File: config.mk
export PLATFORM = sky130hd
export DESIGN_NAME = smb_ptr_slave
export DESIGN_NICKNAME = d
export VERILOG_FILES = /design/src/rtl/smb_ptr_slave.sv
export SDC_FILE = /design/constraint.sdc
export NUM_CORES = 1
export LEC_CHECK = 0
export BUFFER_PORTS_ARGS = -buffer_cell sky130_fd_sc_hd__buf_2
export CAP_MARGIN = 20
export CORE_AREA = 2 2 94 96
export DETAILED_ROUTE_END_ITERATION = 6
export DIE_AREA = 0 0 96 98
export PLACE_DENSITY = 0.76
export SKIP_LAST_GASP = 1
export SLEW_MARGIN = 20
export SYNTH_ARGS = -nofsm -noshare
export SYNTH_HDL_FRONTEND = slang
export SYNTH_SLANG_ARGS = --single-unit
File: constraint.sdc
create_clock -name clk -period 6.23 [get_ports clk]
set_clock_uncertainty 0.05 [all_clocks]
set_input_delay 0.623 -clock clk [delete_from_list [all_inputs] [get_ports clk]]
set_output_delay 0.623 -clock clk [all_outputs]
set_load 0.02 [all_outputs]
File: src/rtl/smb_ptr_slave.sv
module smb_ptr_slave #(
  parameter logic [3:0]  ADDR_PREFIX = 4'b0011,
  parameter logic [15:0] CAP_VALUE   = 16'h001F,
  parameter logic [15:0] MFG_ID      = 16'h1131,
  parameter logic [15:0] DEV_ID      = 16'hA100,
  parameter logic [7:0]  CTRL_PTR    = 8'h22,
  parameter int          TMO_CYCLES  = 3_500_000
) (
  input  logic        clk,
  input  logic        rst_n,
  input  logic        scl_i,
  input  logic        sda_i,
  input  logic [2:0]  strap_i,
  output logic        sda_oe,
  output logic [7:0]  reg_addr,
  output logic        reg_wr,
  output logic [15:0] reg_wdata,
  input  logic [15:0] reg_rdata
);
  localparam int TW = $clog2(TMO_CYCLES + 1);

  typedef enum logic [2:0] {ST_IDLE, ST_RX, ST_ACK, ST_TX, ST_MACK} st_t;

  st_t         st;
  logic        scl_q, sda_q, rd_mode, lsb_next, mack, tmo_dis, wr_q;
  logic [3:0]  bitcnt;
  logic [2:0]  byte_n;
  logic [7:0]  shreg, msb_q, ptr;
  logic [15:0] wdata_q, rd_word;
  logic [TW-1:0] tmo_cnt;

  wire scl_rise = scl_i & ~scl_q;
  wire scl_fall = ~scl_i & scl_q;
  wire start_c  = scl_i & scl_q & sda_q & ~sda_i;
  wire stop_c   = scl_i & scl_q & ~sda_q & sda_i;
  wire ptr_rw   = (ptr >= 8'h01) && (ptr <= 8'h04);
  wire tmo_hit  = !tmo_dis && (st != ST_IDLE) && (tmo_cnt == TW'(TMO_CYCLES - 1));

  always_comb begin
    if (ptr == 8'h00)                        rd_word = CAP_VALUE;
    else if (ptr >= 8'h01 && ptr <= 8'h05)   rd_word = reg_rdata;
    else if (ptr == 8'h06)                   rd_word = MFG_ID;
    else if (ptr == 8'h07)                   rd_word = DEV_ID;
    else if (ptr == CTRL_PTR)                rd_word = {15'b0, tmo_dis};
    else                                     rd_word = 16'h0000;
  end

  assign sda_oe    = (st == ST_ACK) || (st == ST_TX && !shreg[7]);
  assign reg_addr  = ptr;
  assign reg_wr    = wr_q;
  assign reg_wdata = wdata_q;

  always_ff @(posedge clk or negedge rst_n) begin
    if (!rst_n) begin
      st <= ST_IDLE; scl_q <= 1'b1; sda_q <= 1'b1; rd_mode <= 1'b0;
      lsb_next <= 1'b0; mack <= 1'b0; tmo_dis <= 1'b0; wr_q <= 1'b0;
      bitcnt <= '0; byte_n <= '0; shreg <= '0; msb_q <= '0; ptr <= '0;
      wdata_q <= '0; tmo_cnt <= '0;
    end else begin
      scl_q <= scl_i;
      sda_q <= sda_i;
      wr_q  <= 1'b0;
      tmo_cnt <= (scl_i || st == ST_IDLE || tmo_dis) ? '0 : tmo_cnt + 1'b1;
      if (tmo_hit || stop_c) begin
        st <= ST_IDLE;
      end else if (start_c) begin
        st <= ST_RX; bitcnt <= '0; byte_n <= '0;
      end else begin
        case (st)
          ST_RX: begin
            if (scl_rise) begin
              shreg  <= {shreg[6:0], sda_i};
              bitcnt <= bitcnt + 4'd1;
            end else if (scl_fall && bitcnt == 4'd8) begin
              bitcnt <= '0;
              byte_n <= byte_n + 3'd1;
              st     <= ST_ACK;
              case (byte_n)
                3'd0: if (shreg[7:1] != {ADDR_PREFIX, strap_i}) st <= ST_IDLE;
                      else rd_mode <= shreg[0];
                3'd1: ptr   <= shreg;
                3'd2: msb_q <= shreg;
                3'd3: begin
                  if (ptr_rw) begin wr_q <= 1'b1; wdata_q <= {msb_q, shreg}; end
                  if (ptr == CTRL_PTR) tmo_dis <= shreg[0];
                end
                default: st <= ST_IDLE;
              endcase
            end
          end
          ST_ACK: if (scl_fall) begin
            if (rd_mode) begin
              st <= ST_TX; shreg <= rd_word[15:8]; lsb_next <= 1'b1;
            end else st <= ST_RX;
          end
          ST_TX: if (scl_fall) begin
            if (bitcnt == 4'd7) begin st <= ST_MACK; bitcnt <= '0; end
            else begin shreg <= {shreg[6:0], 1'b0}; bitcnt <= bitcnt + 4'd1; end
          end
          ST_MACK: begin
            if (scl_rise) mack <= !sda_i;
            else if (scl_fall) begin
              if (mack) begin
                st <= ST_TX;
                shreg <= lsb_next ? rd_word[7:0] : rd_word[15:8];
                lsb_next <= !lsb_next;
              end else st <= ST_IDLE;
            end
          end
          default: st <= ST_IDLE;
        endcase
      end
    end
  end

  a_r10_tmo_release: assert property (@(posedge clk) disable iff (!rst_n)
    tmo_hit |=> !sda_oe);
  a_r5_wr_target: assert property (@(posedge clk) disable iff (!rst_n)
    reg_wr |-> (reg_addr >= 8'h01 && reg_addr <= 8'h04));
  a_r3_ptr_hold_on_read: assert property (@(posedge clk) disable iff (!rst_n)
    (st == ST_TX || st == ST_MACK) |=> $stable(ptr));
  a_r4_drive_stable_high: assert property (@(posedge clk) disable iff (!rst_n)
    (st == ST_TX && scl_i && scl_q) |=> $stable(sda_oe));
endmodule

==> run metrics, run 1 <==
fmax 392 MHz; largest net degree at the start of global routing 80; layout cell share with drive strength beyond 1 0.284; routed len/inst 16.0 um; GRT Overall Usage 0.214; Post-synth EDFFs 0; largest area contributor in the netlist dfrtp_1; Top FF cell, synth dfrtp_1; Die X 96 um; Worst-path clk slew 0.09 ns; Fin. Hold Viols 0; worst skew pair latency 0.35 ns; main area contributors after synthesis dfrtp_1 (43%), mux2_2 (6.5%), mux2_4 (4.4%), nor2_1 (3.4%), ha_1 (2.2%); port bufs 48; RSZ-0062 raised after global routing false; pwr dens 243 nW/um^2; Hold WC Path Type input port to async pin; post-synthesis cell count 416; cells along the critical path nor3_2 -> nor4_4 -> a21oi_1 -> and3_1 -> mux2_4; Post-DP HPWL 6.54 mm; cell row count 34; Avg Inst Size Synth 10.7 sq um; CP max-delay cell dfrtp_1; die area 9410 sq um; CORE AREA 8470 sq um; pre-CTS WS 3.63 ns; Ys Warns 0; WP data arrival 2.74 ns; most frequent cells in the layout dfrtp_1 (77), buf_2 (47), nor2_1 (41); total gr overflow 0; Routed Antenna Nets 0; Worst Reg-to-Reg Cells 5; Reg2Reg Launch Point st[0]; Peak VDD IR 103 uV; R2R Path End shreg[5]; Post-CTS Setup Bufs 0; clock buffer count from CTS 9; Synth top area share 0.431; Buf/Inv on CP 0; Layout area overhead 10.7%; worst-margin pin slew 0.738 ns; outcome finished clean; critical path startpoint category flip-flop; via count 3327; Hold WS 0.0861 ns; DIE HEIGHT 98 um; diodes inserted 0; CP Class flip-flop to flip-flop; Slew headroom 0.508; Total Power 1.20 mW; post-synth cell types 75; RePlAce Congestion 0.831; R2R Setup Slk 3.68 ns; crit end category flip-flop; total I/O pin count 49; number of synthesized register bits 79; hold buffer count at CTS 0; first-pass GRT wire length 15.9 mm; fin nets 490; TNS Setup 0 ns; fraction of registers with async set/reset 1.00; Core Util, Final 0.585; Seq/Total Area, Yosys 0.443; DR pass1 iterations 5; initial core utilization 0.528; Crit path required time 6.42 ns; number of global-route vias before repair 3266; fin crit period 2.55 ns; delay-heaviest family, CP simple AND/OR/NAND/NOR gates; post-synthesis cell area 4470 sq um; LEAKAGE 2.28 nW; final WL 9.17 mm; Root Buffer clkbuf_8; CTS Sinks 79; syn_nets 447; H-Tree Depth 3; commonest non-fill, non-tap cell in the layout dfrtp_1; Max Fanout on Critical Path 14; drc violations 0; Crit path largest cell delay 0.58 ns; post-DR vias/cell 5.82; final setup margin 3.68 ns; Filler cells 725; crit share post-route 0.409; # resized after CTS 0; initial antenna violation count 0; setup violators final 0; fin. max-slew vios 0; CTS tree yes; iteration-0 DRC count of the detailed router 156; CTS max path bufs 2; max-cap violations 0
==> registers in the layout (all words and copies together), names as in the netlist <==
name,cells
bitcnt,4
byte_n,3
lsb_next,1
mack,1
msb_q,8
rd_mode,1
reg_addr,8
reg_wdata,16
reg_wr,1
scl_q,1
sda_q,1
shreg,8
st,3
tmo_cnt,22
tmo_dis,1
==> cell type report <==
| class | instances | area [sq um] | area share |
|---|---|---|---|
| multi-input cells | 305 | 2320 | 0.470 |
| flip-flops and latches | 79 | 1980 | 0.400 |
| repair buffers | 49 | 270 | 0.0546 |
| well taps | 108 | 135 | 0.0273 |
| clock buffers | 9 | 124 | 0.0250 |
| clock inverters | 7 | 61.3 | 0.0124 |
| inverters | 15 | 56.3 | 0.0114 |
==> where the power goes <==
group,total (mW),switching (mW),internal [mW]
clock network,0.362,0.210,0.152
registers,0.643,0.0840,0.559
logic,0.200,0.0978,0.102
==> how the worst max path moves through the flow <==
stage          cells past startpoint   startpoint             to  slack [ns]
6_report                           5        st[0]       shreg[5]        3.68
5_1_grt                            5        st[0]       shreg[6]        3.42
4_1_cts                            5        st[0]       shreg[5]        3.70
3_5_place_dp                       6        scl_i   reg_wdata[2]        3.63
3_3_place_gp                       6        scl_i   reg_wdata[0]        3.69
2_1_floorplan                      7  reg_addr[3]  reg_wdata[10]        4.07
==> cells by family (layout without fill, tap and decap cells) <==
logic type	Yosys count	count (layout)	share of synthesized area
AND/OR/NAND/NOR	158	158	0.217
flip-flops	79	79	0.443
AO/OA/AOI/OAI	74	74	0.120
multiplexers	44	44	0.120
buffers and inverters	32	80	0.0372
XOR/XNOR	21	21	0.0411
adder cells (fa/ha/maj)	8	8	0.0224
==> cells in the mapped netlist (3+ instances only) <==
| cell | number |
|---|---|
| a21boi_0 | 4 |
| a21o_1 | 3 |
| a21oi_1 | 17 |
| a222oi_1 | 3 |
| a31oi_1 | 8 |
| a41oi_1 | 3 |
| and2_1 | 3 |
| and3_1 | 9 |
| buf_2 | 3 |
| buf_6 | 3 |
| clkbuf_1 | 9 |
| dfrtp_1 | 77 |
| ha_1 | 8 |
| inv_1 | 15 |
| mux2_2 | 26 |
| mux2_4 | 13 |
| mux2i_1 | 5 |
| nand2_1 | 26 |
| nand2b_1 | 4 |
| nand3_1 | 18 |
| nand4_1 | 4 |
| nor2_1 | 41 |
| nor2b_1 | 3 |
| nor3_1 | 6 |
| o21ai_0 | 9 |
| o22ai_1 | 5 |
| or2_2 | 3 |
| or3_1 | 5 |
| xnor2_1 | 11 |
| xor2_1 | 10 |
==> per-layer routing <==
layer	track usage	wire length (um)
met3	0.0355	348
met1	0.306	4120
met2	0.334	4590
met4	0.0681	112
met5	0	0
==> through the flow <==
step / cell area [sq um] / instances
finish: 4950 / 572
global route: 4950 / 572
CTS: 4920 / 571
detailed placement: 4740 / 555
global placement: 4740 / 555
floorplan: 4470 / 416
(Power assumes the default switching activity.)
==> run 2: changes to the inputs <==
ABC_AREA = 1   (was not set)
CORE_AREA = 2 2 96 98   (was 2 2 94 96)
DIE_AREA = 0 0 98 100   (was 0 0 96 98)
clock period = 2.2 ns   (was 6.23 ns; I/O delays follow)
==> run 2 against run 1 <==
Against the previous run: critical path depth grew 1; register-to-register slack lost 3.5 ns; synthesized area grew 1.1%; core utilization shrank 0.78 points; total power grew to 2.5 times the previous value; non-clock buffer count grew 8; synthesized cell count grew 40%; largest power group unchanged; wire length grew 10%; flip-flop and latch count is the same; worst hold slack gained 0.089 ns; worst setup slack lost 3.5 ns; die area grew 4.2%.
==> run metrics, run 2 <==
outcome finished clean; commonest non-fill, non-tap cell in the layout nand2_1; iteration-0 DRC count of the detailed router 193; Synth top area share 0.426; Max Fanout on Critical Path 5; Fin. Hold Viols 0; fmax 497 MHz; Core Util, Final 0.577; fin. max-slew vios 0; P_sw 0.853 mW; worst skew pair latency 0.34 ns; hold buffer count at CTS 3; final WL 10.1 mm; largest net degree at the start of global routing 51; CTS Sinks 79; Root Buffer clkbuf_8; critical path startpoint category flip-flop; Peak VDD IR 272 uV; Post-DP HPWL 7.66 mm; number of global-route vias before repair 3588; Crit path required time 1.93 ns; CP Class flip-flop to primary output; met2 track demand over resource 0.354; Avg Inst Size Synth 7.78 sq um; main area contributors after synthesis dfrtp_1 (43%), nand2_1 (11%), inv_1 (6.8%), nor2_1 (6.5%), o21ai_2 (3.3%); WP data arrival 1.74 ns; most frequent cell after synthesis nand2_1; CTS max path bufs 2; total gr overflow 0; first-pass GRT wire length 16.8 mm; diodes inserted 0; post-synthesis cell area 4520 sq um; fraction of registers with async set/reset 1.00; TNS Setup 0 ns; Ys Warns 0; initial core utilization 0.509; post-synthesis cell count 581; crit end category primary output; RePlAce Congestion 0.942; GRT Overall Usage 0.210; DR pass1 iterations 5; number of synthesized register bits 79; max-cap violations 0; pwr dens 594 nW/um^2; met1 Track Usage GR 0.289; Internal 2.19 mW; Seq/Total Area, Yosys 0.438; # resized after CTS 0; register share of total power 0.533; Slew headroom 0.662; initial antenna violation count 0; routed len/inst 13.4 um; post-DR vias/cell 5.22; Hold WC Path Type input port to flip-flop; Die X 98 um; fin nets 672; RSZ-0062 raised after global routing false; clock network fraction of total power 0.364; switching share of total power 0.280; Post-CTS Setup Bufs 0; Filler cells 845; Most Crowded Layer GR met2; largest area contributor in the netlist dfrtp_1; crit share post-route 0.915; setup violators final 0; most frequent cells in the layout nand2_1 (128), inv_1 (82), nor2_1 (78); CTS tree yes; Most flops, register tmo_cnt; syn_nets 612; via count 3951; clock buffer count from CTS 9; max reg flops 22; Post-synth EDFFs 0; H-Tree Depth 3; worst-margin pin slew 0.505 ns; total I/O pin count 49; DIE HEIGHT 100 um; Routed Antenna Nets 0; Layout area overhead 13.4%; met3 Resource Use GR 0.0306; fin crit period 2.01 ns; die area 9800 sq um; Worst-path clk slew 0.08 ns; port bufs 48; layout cell share with drive strength beyond 1 0.209; Top FF cell, synth dfrtp_1; post-synth cell types 40; LEAKAGE 2.53 nW; combinational share of power 0.102; CORE AREA 8890 sq um; cell row count 35; synth cell count leaders nand2_1 (128), inv_1 (82), nor2_1 (78), dfrtp_1 (77), o21ai_0 (28); drc violations 0
[run 2: changes by cell type after synthesis, sizes merged, moves of 7 or more]
cell / previous run / this run
nand2: 26 / 133
a21oi: 18 / 37
xnor2: 11 / 2
nor2: 42 / 91
mux2: 39 / 0
inv: 15 / 88
nand3: 20 / 28
o21ai: 11 / 53
a31oi: 8 / 1
and3: 9 / 0
clkbuf: 9 / 1
nand4: 6 / 16
[run 2: routing by layer]
| metal | part of all wire | wire (um) |
|---|---|---|
| met5 | 0 | 0 |
| met4 | 0.0097 | 98 |
| met3 | 0.042 | 424 |
| met2 | 0.48 | 4910 |
| met1 | 0.46 | 4690 |
[run 2: layout make-up]
class	count	area (sq um)	share of cell area
clock buffers	10	138	0.0268
clock inverters	6	67.6	0.0132
inverters	89	334	0.0651
multi-input cells	405	2130	0.415
flip-flops and latches	79	1980	0.386
well taps	111	139	0.0271
repair buffers	57	343	0.0668
[run 2: path summary, 6_finish.rpt]
kind | slack (ns) | end | cells past startpoint | startpoint
max in group asynchronous | 1.22 | shreg[7] | 3 | rst_n
setup / recovery | 0.19 | sda_oe | 6 | st[2]
setup reg to reg | 0.21 | reg_wdata[12] | 12 | tmo_cnt[0]
min in group asynchronous | 0.29 | tmo_cnt[11] | 2 | rst_n
hold / removal | 0.17 | shreg[3] | 5 | reg_rdata[11]
hold reg to reg | 0.41 | tmo_cnt[0] | 1 | tmo_cnt[0]
[run 2: worst max-delay path, stage by stage (launching register included)]
cell and delay, ns:
dfrtp_1 0.42, inv_2 0.10, nand2_2 0.09, nor2_1 0.26, inv_1 0.14, o21ai_0 0.20, buf_2 0.20
[run 2: power by group through the flow]
| stage | clock (mW) | combinational [mW] | sequential [mW] |
|---|---|---|---|
| 6_report | 1.11 | 0.312 | 1.62 |
| 5_1_grt | 1.20 | 0.361 | 1.64 |
| 4_1_cts | 1.14 | 0.317 | 1.62 |
| 3_5_place_dp | 0 | 0.312 | 1.65 |
| 3_3_place_gp | 0 | 0.306 | 1.65 |
| 2_1_floorplan | 0 | 0.203 | 1.61 |
[run 2: cells by family (layout without fill, tap and decap cells)]
group,after synthesis,after routing,synth area share
flops,79,79,0.438
compound gates,103,103,0.149
buf+inv,97,162,0.0913
simple gates,287,287,0.286
xor+xnor,7,7,0.0136
fa+ha+maj,8,8,0.0221
[run 2: per-stage QoR]
stage | cell area [sq um] | setup WS, ns | std cells | total power, mW | hold WS (ns)
floorplan | 4520 | 0.426 | 581 | 1.81 | -0.126
global placement | 4890 | 0.258 | 738 | 1.96 | 0.134
detailed placement | 4890 | 0.214 | 738 | 1.96 | 0.136
CTS | 5130 | 0.201 | 757 | 3.08 | 0.172
global route | 5130 | 0.0263 | 757 | 3.19 | 0.212
finish | 5130 | 0.188 | 757 | 3.04 | 0.175
